### config.mk
export PLATFORM = sky130hd
export DESIGN_NAME = irq_prio_select
export DESIGN_NICKNAME = d
export VERILOG_FILES = /design/src/rtl/irq_prio_select.sv
export SDC_FILE = /design/constraint.sdc
export NUM_CORES = 1
export LEC_CHECK = 0
export BUFFER_PORTS_ARGS = -buffer_cell sky130_fd_sc_hd__buf_2
export CORE_UTILIZATION = 31
export DETAILED_ROUTE_END_ITERATION = 16
export SYNTH_ARGS = -nofsm -noshare
export SYNTH_HDL_FRONTEND = slang
export SYNTH_SLANG_ARGS = --single-unit
### constraint.sdc
create_clock -name clk -period 188 [get_ports clk]
set_input_delay 9.4 -clock clk [delete_from_list [all_inputs] [get_ports clk]]
set_output_delay 9.4 -clock clk [all_outputs]
set_load 0.02 [all_outputs]
### src/rtl/irq_prio_select.sv
module irq_prio_select #(
  parameter int NUM_BANKS = 3,
  parameter int PRIO_W    = 6,
  localparam int MAX_BANKS = 3,
  localparam int LINES     = 32,
  localparam int TOT       = MAX_BANKS * LINES,
  localparam int IDX_W     = $clog2(TOT)
) (
  input  logic                  clk,
  input  logic                  rst,
  input  logic                  class_fast_i,
  input  logic [TOT-1:0]        pend_i,
  input  logic [TOT-1:0]        mask_i,
  input  logic [TOT-1:0]        fast_i,
  input  logic [TOT*PRIO_W-1:0] prio_i,
  output logic [IDX_W-1:0]      win_idx_o,
  output logic                  win_valid_o
);

  logic [TOT-1:0]    elig;
  logic [TOT-1:0]    cls_match;
  logic              found;
  logic [PRIO_W-1:0] best_p;
  logic [IDX_W-1:0]  best_i;

  assign cls_match = class_fast_i ? fast_i : ~fast_i;

  for (genvar b = 0; b < MAX_BANKS; b++) begin : g_bank
    if (b < NUM_BANKS) begin : g_on
      assign elig[b*LINES +: LINES] = pend_i[b*LINES +: LINES]
                                    & ~mask_i[b*LINES +: LINES]
                                    & cls_match[b*LINES +: LINES];
    end else begin : g_off
      assign elig[b*LINES +: LINES] = '0;
    end
  end

  always_comb begin
    found  = 1'b0;
    best_p = '0;
    best_i = '0;
    for (int n = 0; n < TOT; n++) begin
      if (elig[n] && (!found || prio_i[n*PRIO_W +: PRIO_W] <= best_p)) begin
        found  = 1'b1;
        best_p = prio_i[n*PRIO_W +: PRIO_W];
        best_i = IDX_W'(n);
      end
    end
  end

  always_ff @(posedge clk) begin
    if (rst) begin
      win_idx_o   <= '0;
      win_valid_o <= 1'b0;
    end else begin
      win_idx_o   <= found ? best_i : '0;
      win_valid_o <= found;
    end
  end

  logic [TOT-1:0] elig_q;
  always_ff @(posedge clk) elig_q <= elig;


  winner_was_eligible_chk: assert property (@(posedge clk) disable iff (rst)
    win_valid_o |-> (int'(win_idx_o) < TOT && elig_q[win_idx_o]));


  idx_in_enabled_banks_chk: assert property (@(posedge clk) disable iff (rst)
    win_valid_o |-> int'(win_idx_o) < NUM_BANKS * LINES);


  idle_idx_zero_chk: assert property (@(posedge clk) disable iff (rst)
    !win_valid_o |-> win_idx_o == '0);


  empty_gives_idle_chk: assert property (@(posedge clk) disable iff (rst)
    (elig == '0) |=> !win_valid_o);


  any_gives_valid_chk: assert property (@(posedge clk) disable iff (rst)
    (elig != '0) |=> win_valid_o);


  reset_clears_chk: assert property (@(posedge clk)
    rst |=> (!win_valid_o && win_idx_o == '0));

endmodule

==> run summary <==
======================================================================================
Rows                                                                               126
Most common cell after layout, fill and taps aside                               buf_2
Yosys warns                                                                          0
Number of global-route vias before repair                                        41700
Final Critical Period                                                        178.12 ns
DR DRC count                                                                         0
Mapped Nets                                                                       6602
Gate count of the mapped netlist                                                  5339
Number of synthesized flops with an enable pin                                       0
Sink Count                                                                           8
Die Span Y                                                                      348 um
Share of cells above drive strength 1                                            0.290
Critical Path Source Type                                                    input pin
Clk root buf                                                                 clkbuf_16
Final slew viol count                                                                0
Post-synth ARST share                                                                0
Non-filler instance count after layout                                            7964
Weighted congestion at the end of routability-driven global placement             1.00
Clock buffer count from CTS                                                          3
Synthesis-stage register bit count                                                   8
Placed wire-length estimate                                                  136000 um
Max transition margin                                                            0.116
Net total in the final layout                                                     7565
Worst Hold Endpoint                                                       win_idx_o[0]
Measured slew at the worst slew-check pin                                      1.29 ns
Routed wirelength normalized by instance count                                 19.8 um
Die extent in x                                                                 348 um
Vias                                                                             45800
Final wirelength                                                             158000 um
Number of ports placed on the die boundary                                         875
Number of hold buffers added after CTS                                               0
Placed cell count                                                                 7779
Largest fanout on the critical path                                                 14
Number of max-capacitance violations reported                                        0
Clock slew at the register clock pins of the worst setup and hold paths        0.04 ns
Initial Utilization                                                              0.314
Global-route total usage across every layer                                      0.237
Core Region                                                                 118000 um2
Initial antenna violation count                                                     99
CP max stage delay                                                             0.65 ns
Slowest CP cell                                                                 or4b_2
Post-synth design cell area                                                  37100 um2
Highest-count cells in the layout ignoring fill and taps                  buf_2 (873), nand2_1 (582), inv_1 (443)
H-Tree Depth                                                                         1
DR pass1 iterations                                                                  6
Count of buffers inserted at the top-level ports                                   874
Pin count of the biggest net entering global routing                                32
Clock tree from TritonCTS                                                        built
1st-iter DRT viols                                                                2913
Unique cell type count in the Yosys netlist                                        196
Peak Freq                                                                     5.61 MHz
Area of the die                                                             121000 um2
Category of the worst setup path capture point                                register
Cells on Worst Hold Path                                                             3
Synth area leaders                                                        ha_1 (13%), nand2_1 (6.0%), o21ai_0 (4.8%)
Share of the clock period used by the worst path after layout                    0.947
Post-synth top flop                                                            dfxtp_1
Category of the most critical setup path                                     in -> reg
Via/cell ratio                                                                    5.74
Remaining antenna violation count after routing                                      0
Startpoint of the most critical hold path                                          rst
Maximum number of buffers from clock root to sink                                    2
Classification of the worst-slack hold path                                  in -> reg
Post-synthesis area per instance                                              6.96 um2
Total count of hold-check failures in the final report                               0
Filler Cells Inserted                                                            12600
Aggregate global routing overflow                                                    0
Endpoint arrival time on the critical path                                   178.24 ns
Worst path most repeated cell                                                     ha_1
Sequential element share of the synthesized area                               0.00431
Cell taking the most area after synthesis                                         ha_1
Yosys top cell area share                                                        0.133
Result of the run                                                            completed
Final setup violation count                                                          0
Layout overhead on the synthesized area                                          23.4%
First-pass GRT wire length                                                   233000 um
Required time of the critical path                                           188.12 ns
======================================================================================
-- worst max-delay path by stage --
stage,depth (start not counted),start,to,slack [ns]
global route,1159,class_fast_i,win_idx_o[3],-0.97
floorplan,1189,class_fast_i,win_idx_o[5],12.94
detailed placement,1167,class_fast_i,win_idx_o[3],-6.19
finish,1160,class_fast_i,win_idx_o[5],9.88
CTS,1159,class_fast_i,win_idx_o[3],0.04
global placement,1190,class_fast_i,win_idx_o[5],-4.27
-- per-layer routing --
metal / share of wire / vias up / track usage
met1: 0.41 / 21400 / 0.286
met5: 0.0027 / - / 0
met4: 0.042 / 68 / 0.0926
met3: 0.072 / 358 / 0.0493
met2: 0.47 / 1723 / 0.408
li1: - / 22200 / -
-- Yosys cell counts (all sizes together), types with 32 or more instances --
master / count
a211oi: 84
a21o: 93
a21oi: 298
a31o: 47
a31oi: 102
and2: 83
and3: 72
and3b: 34
buf: 114
clkbuf: 39
ha: 396
inv: 444
mux2: 97
mux2i: 142
nand2: 600
nand2b: 32
nand3: 175
nand3b: 75
nand4: 87
nor2: 425
nor2b: 43
nor3: 111
nor3b: 47
nor4: 32
o211a: 32
o211ai: 76
o21a: 54
o21ai: 430
o22ai: 34
o31a: 33
o31ai: 53
or2: 58
or3: 76
xnor2: 138
xor2: 80
-- final cells by class --
type                       count  area [um2]  area share
antenna                       64         160     0.00349
timing repair buffer        1112        6190       0.135
inverter                     444        1670      0.0364
multi-input combinational   4733       35600       0.776
tap                         1600        2000      0.0437
sequential                     8         160     0.00349
clock buffer                   3        75.1     0.00164
-- what timing repair did --
item                                    in CTS  in global routing
buffers inserted                            10                103
endpoints found under the setup margin       7                  7
hold endpoints to repair                     0                  0
pin swaps                                    6                 76
gates resized for setup                     37                322
gates cloned                                 0                  5
-- worst max-delay path, delay by kind of cell --
| family | cells | cell delay [ns] |
|---|---|---|
| compound gates | 551 | 106.96 |
| xor+xnor | 1 | 0.19 |
| fa+ha+maj | 139 | 40.14 |
| buf+inv | 73 | 8.78 |
| mux | 65 | 17.08 |
| simple gates | 331 | 53.79 |
-- flip-flops by register name, summed over array words and instances, names as in the netlist --
| name | cells |
|---|---|
| win_idx_o | 7 |
| win_valid_o | 1 |
-- kinds of logic after synthesis --
logic type      count (synthesis)  synth area share
simple gates                 2067             0.292
compound gates               1791             0.365
buf+inv                       603            0.0782
fa+ha+maj                     413             0.138
mux                           239            0.0702
xor+xnor                      218            0.0530
flops                           8           0.00431
-- metrics by stage --
step	worst slack (ns)	utilization	hold WS [ns]	area, um2	TNS (ns)
2_1_floorplan	12.94	-	9.67	37100	0
3_3_place_gp	-4.27	0.365	9.86	43200	-29.29
3_5_place_dp	-6.19	0.365	9.85	43200	-42.64
4_1_cts	0.0428	0.368	9.66	43600	0
5_1_grt	-0.966	0.387	9.71	45800	-6.04
6_report	9.88	0.387	9.68	45800	0
Power is left out: the tool's default activity adds up to more than one toggle a clock period on the data nets, which glitch-free logic cannot reach.
